<file path="src/rtl/wrs_pkg.sv">
package wrs_pkg;

  localparam int CRC_W = 16;
  localparam logic [CRC_W-1:0] CRC_POLY = 16'h1021;

  localparam logic [2:0] TOKEN_GOOD = 3'b010;
  localparam logic [2:0] TOKEN_BAD  = 3'b101;

  localparam int FRAME_W = 5;

  typedef enum logic [2:0] {
    RX_IDLE,
    RX_GAP,
    RX_HUNT,
    RX_DATA,
    RX_CRC,
    RX_END
  } rx_state_t;

  typedef enum logic [1:0] {
    TX_IDLE,
    TX_TURN,
    TX_TOKEN,
    TX_BUSY
  } tx_state_t;

endpackage

</file>
<file path="src/rtl/wrs_crc16.sv">
module wrs_crc16 #(
  parameter int          W    = 16,
  parameter logic [W-1:0] POLY = 16'h1021
) (
  input  logic         clk,
  input  logic         rst_n,
  input  logic         clr,
  input  logic         en,
  input  logic         din,
  output logic [W-1:0] crc
);

  logic [W-1:0] crc_q;
  logic [W-1:0] crc_d;
  logic         fb;

  always_comb begin
    fb    = din ^ crc_q[W-1];
    crc_d = crc_q;
    if (clr) begin
      crc_d = '0;
    end else if (en) begin
      crc_d = {crc_q[W-2:0], 1'b0} ^ (fb ? POLY : '0);
    end
  end

  always_ff @(posedge clk or negedge rst_n) begin
    if (!rst_n) begin
      crc_q <= '0;
    end else if (clr || en) begin
      crc_q <= crc_d;
    end
  end

  assign crc = crc_q;

endmodule

</file>
<file path="src/rtl/wrs_rx.sv">
module wrs_rx
  import wrs_pkg::*;
#(
  parameter int LEN_W = 12,
  parameter int N_WR  = 2
) (
  input  logic             clk,
  input  logic             rst_n,
  input  logic             rsp_done,
  input  logic             accept,
  input  logic [LEN_W-1:0] blk_len,
  input  logic             dat_in,
  output logic             blk_done,
  output logic             crc_good
);

  localparam int CNT_W = LEN_W + 3;
  localparam int GAP_W = (N_WR > 1) ? $clog2(N_WR) : 1;
  localparam logic [GAP_W-1:0] GAP_LAST = GAP_W'(N_WR - 1);
  localparam logic [CNT_W-1:0] CRC_LAST = CNT_W'(CRC_W - 1);

  rx_state_t        state_q, state_d;
  logic [GAP_W-1:0] gap_q, gap_d;
  logic [CNT_W-1:0] bit_q, bit_d;
  logic [LEN_W-1:0] len_q, len_d;
  logic [CRC_W-1:0] rxcrc_q, rxcrc_d;
  logic             done_q, done_d;
  logic             good_q, good_d;
  logic [CNT_W-1:0] data_last;
  logic             crc_clr;
  logic             crc_en;
  logic [CRC_W-1:0] crc_val;

  assign data_last = {len_q, 3'b000} - CNT_W'(1);
  assign crc_clr   = (state_q == RX_HUNT) && !dat_in;
  assign crc_en    = (state_q == RX_DATA);

  wrs_crc16 #(.W(CRC_W), .POLY(CRC_POLY)) u_crc (
    .clk  (clk),
    .rst_n(rst_n),
    .clr  (crc_clr),
    .en   (crc_en),
    .din  (dat_in),
    .crc  (crc_val)
  );

  always_comb begin
    state_d = state_q;
    gap_d   = gap_q;
    bit_d   = bit_q;
    len_d   = len_q;
    rxcrc_d = rxcrc_q;
    done_d  = 1'b0;
    good_d  = good_q;
    unique case (state_q)
      RX_IDLE: begin
        if (rsp_done && accept) begin
          state_d = RX_GAP;
          gap_d   = '0;
        end
      end
      RX_GAP: begin
        if (gap_q == GAP_LAST) begin
          state_d = RX_HUNT;
        end else begin
          gap_d = gap_q + GAP_W'(1);
        end
      end
      RX_HUNT: begin
        if (!dat_in) begin
          state_d = RX_DATA;
          bit_d   = '0;
          len_d   = blk_len;
        end
      end
      RX_DATA: begin
        bit_d = bit_q + CNT_W'(1);
        if (bit_q == data_last) begin
          state_d = RX_CRC;
          bit_d   = '0;
        end
      end
      RX_CRC: begin
        rxcrc_d = {rxcrc_q[CRC_W-2:0], dat_in};
        bit_d   = bit_q + CNT_W'(1);
        if (bit_q == CRC_LAST) begin
          state_d = RX_END;
        end
      end
      RX_END: begin
        done_d  = 1'b1;
        good_d  = (rxcrc_q == crc_val);
        state_d = RX_IDLE;
      end
      default: state_d = RX_IDLE;
    endcase
  end

  always_ff @(posedge clk or negedge rst_n) begin
    if (!rst_n) begin
      state_q <= RX_IDLE;
      gap_q   <= '0;
      bit_q   <= '0;
      len_q   <= '0;
      rxcrc_q <= '0;
      done_q  <= 1'b0;
      good_q  <= 1'b0;
    end else begin
      state_q <= state_d;
      gap_q   <= gap_d;
      bit_q   <= bit_d;
      len_q   <= len_d;
      rxcrc_q <= rxcrc_d;
      done_q  <= done_d;
      good_q  <= good_d;
    end
  end

  assign blk_done = done_q;
  assign crc_good = good_q;

  // Block completion is a single-cycle event.
  assert_done_pulse_R3: assert property (@(posedge clk) disable iff (!rst_n)
    done_q |=> !done_q);

  // Completion only follows the end-bit cycle.
  assert_done_after_end_R3: assert property (@(posedge clk) disable iff (!rst_n)
    done_q |-> ($past(state_q) == RX_END));

  // Start-bit hunting is reached only through the guard interval.
  assert_hunt_via_gap_R2: assert property (@(posedge clk) disable iff (!rst_n)
    (state_q == RX_HUNT && $past(state_q) != RX_HUNT) |-> ($past(state_q) == RX_GAP));

endmodule

</file>
<file path="src/rtl/wrs_tx.sv">
module wrs_tx
  import wrs_pkg::*;
(
  input  logic clk,
  input  logic rst_n,
  input  logic blk_done,
  input  logic crc_good,
  input  logic prog_done,
  output logic dat_out,
  output logic dat_oe,
  output logic prog_start,
  output logic tx_idle
);

  tx_state_t            state_q, state_d;
  logic [2:0]           idx_q, idx_d;
  logic [FRAME_W-1:0]   frame_q, frame_d;
  logic                 ok_q, ok_d;
  logic                 start_q, start_d;

  always_comb begin
    state_d = state_q;
    idx_d   = idx_q;
    frame_d = frame_q;
    ok_d    = ok_q;
    start_d = 1'b0;
    unique case (state_q)
      TX_IDLE: begin
        if (blk_done) begin
          state_d = TX_TURN;
          ok_d    = crc_good;
        end
      end
      TX_TURN: begin
        state_d = TX_TOKEN;
        idx_d   = '0;
        frame_d = ok_q ? {1'b0, TOKEN_GOOD, 1'b1} : {1'b0, TOKEN_BAD, 1'b1};
      end
      TX_TOKEN: begin
        idx_d   = idx_q + 3'd1;
        frame_d = {frame_q[FRAME_W-2:0], 1'b1};
        if (idx_q == 3'(FRAME_W - 1)) begin
          if (ok_q) begin
            state_d = TX_BUSY;
            start_d = 1'b1;
          end else begin
            state_d = TX_IDLE;
          end
        end
      end
      TX_BUSY: begin
        if (prog_done) begin
          state_d = TX_IDLE;
        end
      end
      default: state_d = TX_IDLE;
    endcase
  end

  always_ff @(posedge clk or negedge rst_n) begin
    if (!rst_n) begin
      state_q <= TX_IDLE;
      idx_q   <= '0;
      frame_q <= '1;
      ok_q    <= 1'b0;
      start_q <= 1'b0;
    end else begin
      state_q <= state_d;
      idx_q   <= idx_d;
      frame_q <= frame_d;
      ok_q    <= ok_d;
      start_q <= start_d;
    end
  end

  assign dat_oe     = (state_q == TX_TOKEN) || (state_q == TX_BUSY);
  assign dat_out    = (state_q == TX_TOKEN) ? frame_q[FRAME_W-1] : (state_q != TX_BUSY);
  assign prog_start = start_q;
  assign tx_idle    = (state_q == TX_IDLE);

  // The cycle after a block completes is a turnaround cycle with the line released.
  assert_turnaround_R5: assert property (@(posedge clk) disable iff (!rst_n)
    blk_done |=> !dat_oe);

  // A program request coincides with the line held low, for a good block only.
  assert_busy_after_good_R8: assert property (@(posedge clk) disable iff (!rst_n)
    start_q |-> (dat_oe && !dat_out && ok_q));

  // A negative token is followed by a released line and no program request.
  assert_bad_no_prog_R7: assert property (@(posedge clk) disable iff (!rst_n)
    (state_q == TX_TOKEN && idx_q == 3'(FRAME_W - 1) && !ok_q) |=> (!dat_oe && !start_q));

  // Completion from the array releases the line in the next cycle.
  assert_release_R9: assert property (@(posedge clk) disable iff (!rst_n)
    (state_q == TX_BUSY && prog_done) |=> !dat_oe);

endmodule

</file>
<file path="src/rtl/card_wr_status.sv">
module card_wr_status
  import wrs_pkg::*;
#(
  parameter int LEN_W = 12,
  parameter int N_WR  = 2
) (
  input  logic             clk,
  input  logic             rst_n,
  input  logic             rsp_done,
  input  logic [LEN_W-1:0] blk_len,
  input  logic             dat_in,
  input  logic             prog_done,
  output logic             dat_out,
  output logic             dat_oe,
  output logic             prog_start
);

  logic blk_done;
  logic crc_good;
  logic tx_idle;
  logic accept;

  assign accept = tx_idle && !blk_done;

  wrs_rx #(.LEN_W(LEN_W), .N_WR(N_WR)) u_rx (
    .clk     (clk),
    .rst_n   (rst_n),
    .rsp_done(rsp_done),
    .accept  (accept),
    .blk_len (blk_len),
    .dat_in  (dat_in),
    .blk_done(blk_done),
    .crc_good(crc_good)
  );

  wrs_tx u_tx (
    .clk       (clk),
    .rst_n     (rst_n),
    .blk_done  (blk_done),
    .crc_good  (crc_good),
    .prog_done (prog_done),
    .dat_out   (dat_out),
    .dat_oe    (dat_oe),
    .prog_start(prog_start),
    .tx_idle   (tx_idle)
  );

  // Nothing is driven on the line out of reset.
  assert_reset_quiet_R1: assert property (@(posedge clk) disable iff (!rst_n)
    $rose(rst_n) |-> (!dat_oe && !prog_start));

endmodule

</file>
<file path="config.mk">
export PLATFORM = sky130hd
export DESIGN_NAME = card_wr_status
export DESIGN_NICKNAME = d
export VERILOG_FILES = /design/src/rtl/wrs_pkg.sv /design/src/rtl/wrs_crc16.sv /design/src/rtl/wrs_rx.sv /design/src/rtl/wrs_tx.sv /design/src/rtl/card_wr_status.sv
export SDC_FILE = /design/constraint.sdc
export NUM_CORES = 1
export LEC_CHECK = 0
export ABC_AREA = 1
export BUFFER_PORTS_ARGS = -buffer_cell sky130_fd_sc_hd__buf_2
export CAP_MARGIN = 20
export CORE_ASPECT_RATIO = 0.9
export CORE_MARGIN = 2
export CORE_UTILIZATION = 48
export CTS_CLUSTER_SIZE = 10
export DETAILED_ROUTE_END_ITERATION = 16
export GPL_TIMING_DRIVEN = 0
export PLACE_DENSITY = 0.74
export SLEW_MARGIN = 25
export SYNTH_ARGS = -nofsm -noshare
export SYNTH_HDL_FRONTEND = slang
export SYNTH_HIERARCHICAL = 1
export SYNTH_SLANG_ARGS = --single-unit
</file>
<file path="constraint.sdc">
create_clock -name clk -period 2.6 [get_ports clk]
set_input_delay 0.26 -clock clk [delete_from_list [all_inputs] [get_ports clk]]
set_output_delay 0.26 -clock clk [all_outputs]
set_load 0.02 [all_outputs]
</file>
==> flow_summary.json <==
{
  "drv_slew": 0,
  "powerDensity_nw_per_um2": 1020,
  "root_buffer": "clkbuf_8",
  "wl_um": 8660,
  "clk_latency_ns": 0.35,
  "nets": 612,
  "die_x_um": 104,
  "vias": 3474,
  "drt-initial-drc-count": 202,
  "path_delay_family": "simple AND/OR/NAND/NOR gates",
  "avgSynthCellArea_um2": 7.70,
  "setup_tns_ns": 0,
  "worst_pin_slew_ns": 0.564,
  "tritoncts": "done",
  "core_area_um2": 8610,
  "hold_viol_final": 0,
  "crit_arrival_ns": 2.43,
  "grt_setup_unrepaired": "no",
  "total_power_mw": 4.83,
  "ir_drop_mv": 0.369,
  "place_congestion": 0.888,
  "initial_utilization": 0.497,
  "drcViolationCount": 0,
  "area_delta_synth_final_pct": 10.8,
  "clock_skew_ns": 0.00933,
  "grt_pass1_vias": 3281,
  "drt-wirelength-per-cell_um": 12.2,
  "antenna_found_initial": 0,
  "num_antenna_cells": 0,
  "ys_seq_area_frac": 0.445,
  "setup.worst_path.class": "reg2reg",
  "holdCritPathClass": "in2reg",
  "status": "complete, no violations",
  "netlist_area_um2": 4280,
  "routed_via_density": 4.88,
  "cts_max_level": 3,
  "synth_nets": 580,
  "synth.area.top_cells": "dfrtp_1, nand2_1, inv_1",
  "yosys_warnings": 6,
  "post-route-util": 0.551,
  "yosys-top-cells-count": "nand2_1, inv_1, dfrtp_1",
  "die_area_um2": 9690,
  "dp_hpwl_um": 6400,
  "portBuffers": 19,
  "ys_seq_elements": 76,
  "holdWs_ns": 0.109,
  "synthDistinctLibCells": 37,
  "synth_top_cell_area_share": 0.421,
  "cp_max_fo": 11,
  "slew_headroom": 0.624,
  "setup_ws_ns": 0.402,
  "crit_path_top_delay_cell": "clkbuf_1",
  "maxCapViolCount": 0,
  "synth_edf_count": 0,
  "cts.repair.resized": 0,
  "clockBufferDepth": 2,
  "synth_ff_type": "dfrtp_1",
  "synthArstFlopShare": 1.00,
  "chipHeight_um": 93.6,
  "clock.fmax_mhz": 455,
  "numCtsBuffers": 9,
  "dr.pass1.iters": 4,
  "worstSetupStartpointType": "flop",
  "finalCritPeriodShare": 0.845,
  "crit_chain": "inv_2 -> nor2_2 -> nand2_1 -> nor2_1 -> clkbuf_1 -> inv_1 -> nand2_1 -> inv_1 -> nand3_1 -> o21ai_0",
  "period_minus_slack_ns": 2.20,
  "power_leakage_nw": 2.47,
  "critPathMaxStageDelay_ns": 0.50,
  "ant_nets": 0,
  "critPathBufInv": 4,
  "overflow": 0,
  "path_clk_slew_ns": 0.08,
  "drive_gt1_frac": 0.145,
  "yosys.cell_count.top_type": "nand2_1",
  "dpl_worst_slack_ns": 0.446,
  "track_usage": 0.194,
  "cp_data_required_time_ns": 2.83,
  "ioPinCount": 20,
  "cts_sinks": 76,
  "critical_path.endpoint_type": "flop",
  "grt_pass1_wl_um": 15100,
  "synthCells": 556,
  "grt_max_degree": 46,
  "synth_top_area_cell": "dfrtp_1",
  "core.rowCount": 32,
  "setup_viol": 0
}
[worst register-to-register path: stages, from the launching register on]
cell	delay, ns
dfrtp_1	0.43
inv_2	0.06
nor2_2	0.12
nand2_1	0.08
nor2_1	0.35
clkbuf_1	0.50
inv_1	0.08
nand2_1	0.15
inv_1	0.12
nand3_1	0.10
o21ai_0	0.08
[routing by layer]
layer  wire length, um  global-route usage  vias to the layer above
li1                  -                   -                     1781
met1              4380               0.273                     1617
met2              3770               0.300                       68
met3               403              0.0425                        8
met4               110              0.0664                        0
met5                 0                   0                        -
[kinds of logic after synthesis]
logic type                 synth area share
AOI/OAI and AO/OA                    0.0906
xor gates and xnor gates             0.0552
DFF                                   0.445
adders and majority gates            0.0205
buffers and inverters                 0.105
and+or+nand+nor                       0.283
[power breakdown]
part           internal [mW]  switching (mW)  total (mW)
clock                  0.400           0.447       0.847
sequential              1.55           0.303        1.85
combinational          0.815            1.31        2.13
[metrics by stage]
| step | cells | area [um^2] |
|---|---|---|
| final | 712 | 4740 |
| after global placement | 694 | 4530 |
| after CTS | 712 | 4740 |
| after detailed placement | 695 | 4550 |
| after floorplan | 556 | 4280 |
| after global routing | 712 | 4740 |
[flip-flops by register name, summed over array words and instances, names as in the netlist, 2 cells and up]
register / count
u_rx/bit_q: 15
u_rx/len_q: 12
u_rx/rxcrc_q: 16
u_rx/state_q: 3
u_rx/u_crc/crc: 16
u_tx/frame_q: 4
u_tx/idx_q: 3
u_tx/state_q: 2
[cells in the final DEF (no fill, tap or decap), drive strengths merged]
cell | netlist | final
o22ai | 13 | 13
nand3 | 32 | 32
dlygate4sd3 | 0 | 1
nor3 | 7 | 7
nor2 | 45 | 45
a31oi | 1 | 1
nand3b | 1 | 1
dfstp | 4 | 4
o21ai | 37 | 37
inv | 97 | 98
and3 | 1 | 1
dfrtp | 72 | 72
o41ai | 1 | 1
xor2 | 14 | 14
o211ai | 1 | 1
or2 | 2 | 2
xnor2 | 13 | 13
ha | 7 | 7
clkbuf | 4 | 15
nand2 | 181 | 181
a21oi | 5 | 5
nand4 | 9 | 9
buf | 7 | 27
clkinvlp | 0 | 1
o31ai | 1 | 1
clkinv | 1 | 4
[final timing paths]
check	start	to	slack, ns	cells after the start
hold / removal	blk_len[6]	u_rx/len_q[6]$_DFFE_PN0P_	0.11	3
setup reg to reg	u_rx/state_q[1]$_DFFE_PN0P_	u_rx/u_crc/crc[0]$_DFFE_PN0P_	0.40	10
setup / recovery	u_rx/state_q[1]$_DFFE_PN0P_	u_rx/u_crc/crc[0]$_DFFE_PN0P_	0.40	10
hold reg to reg	u_tx/frame_q[1]$_DFFE_PN1P_	u_tx/frame_q[1]$_DFFE_PN1P_	0.48	2
max in group asynchronous	rst_n	u_tx/frame_q[1]$_DFFE_PN1P_	1.59	3
min in group asynchronous	rst_n	u_rx/u_crc/crc[15]$_DFFE_PN0P_	0.38	2
[cell type report]
class                   count  area [um^2]
plain buffers              11         83.8
clock buffers              11          151
clock inverters             5         35.0
fillers                   789         3860
inverters                  98          368
multi-input cells         371         1920
flip-flops and latches     76         1910
well taps                 119          149
repair buffers             21          128
[what timing repair did]
item / CTS / global route
buffers inserted: 0 / 0
hold buffers: 1 / 0
endpoints found under the hold margin: 31 / 0
(Power assumes the default switching activity.)
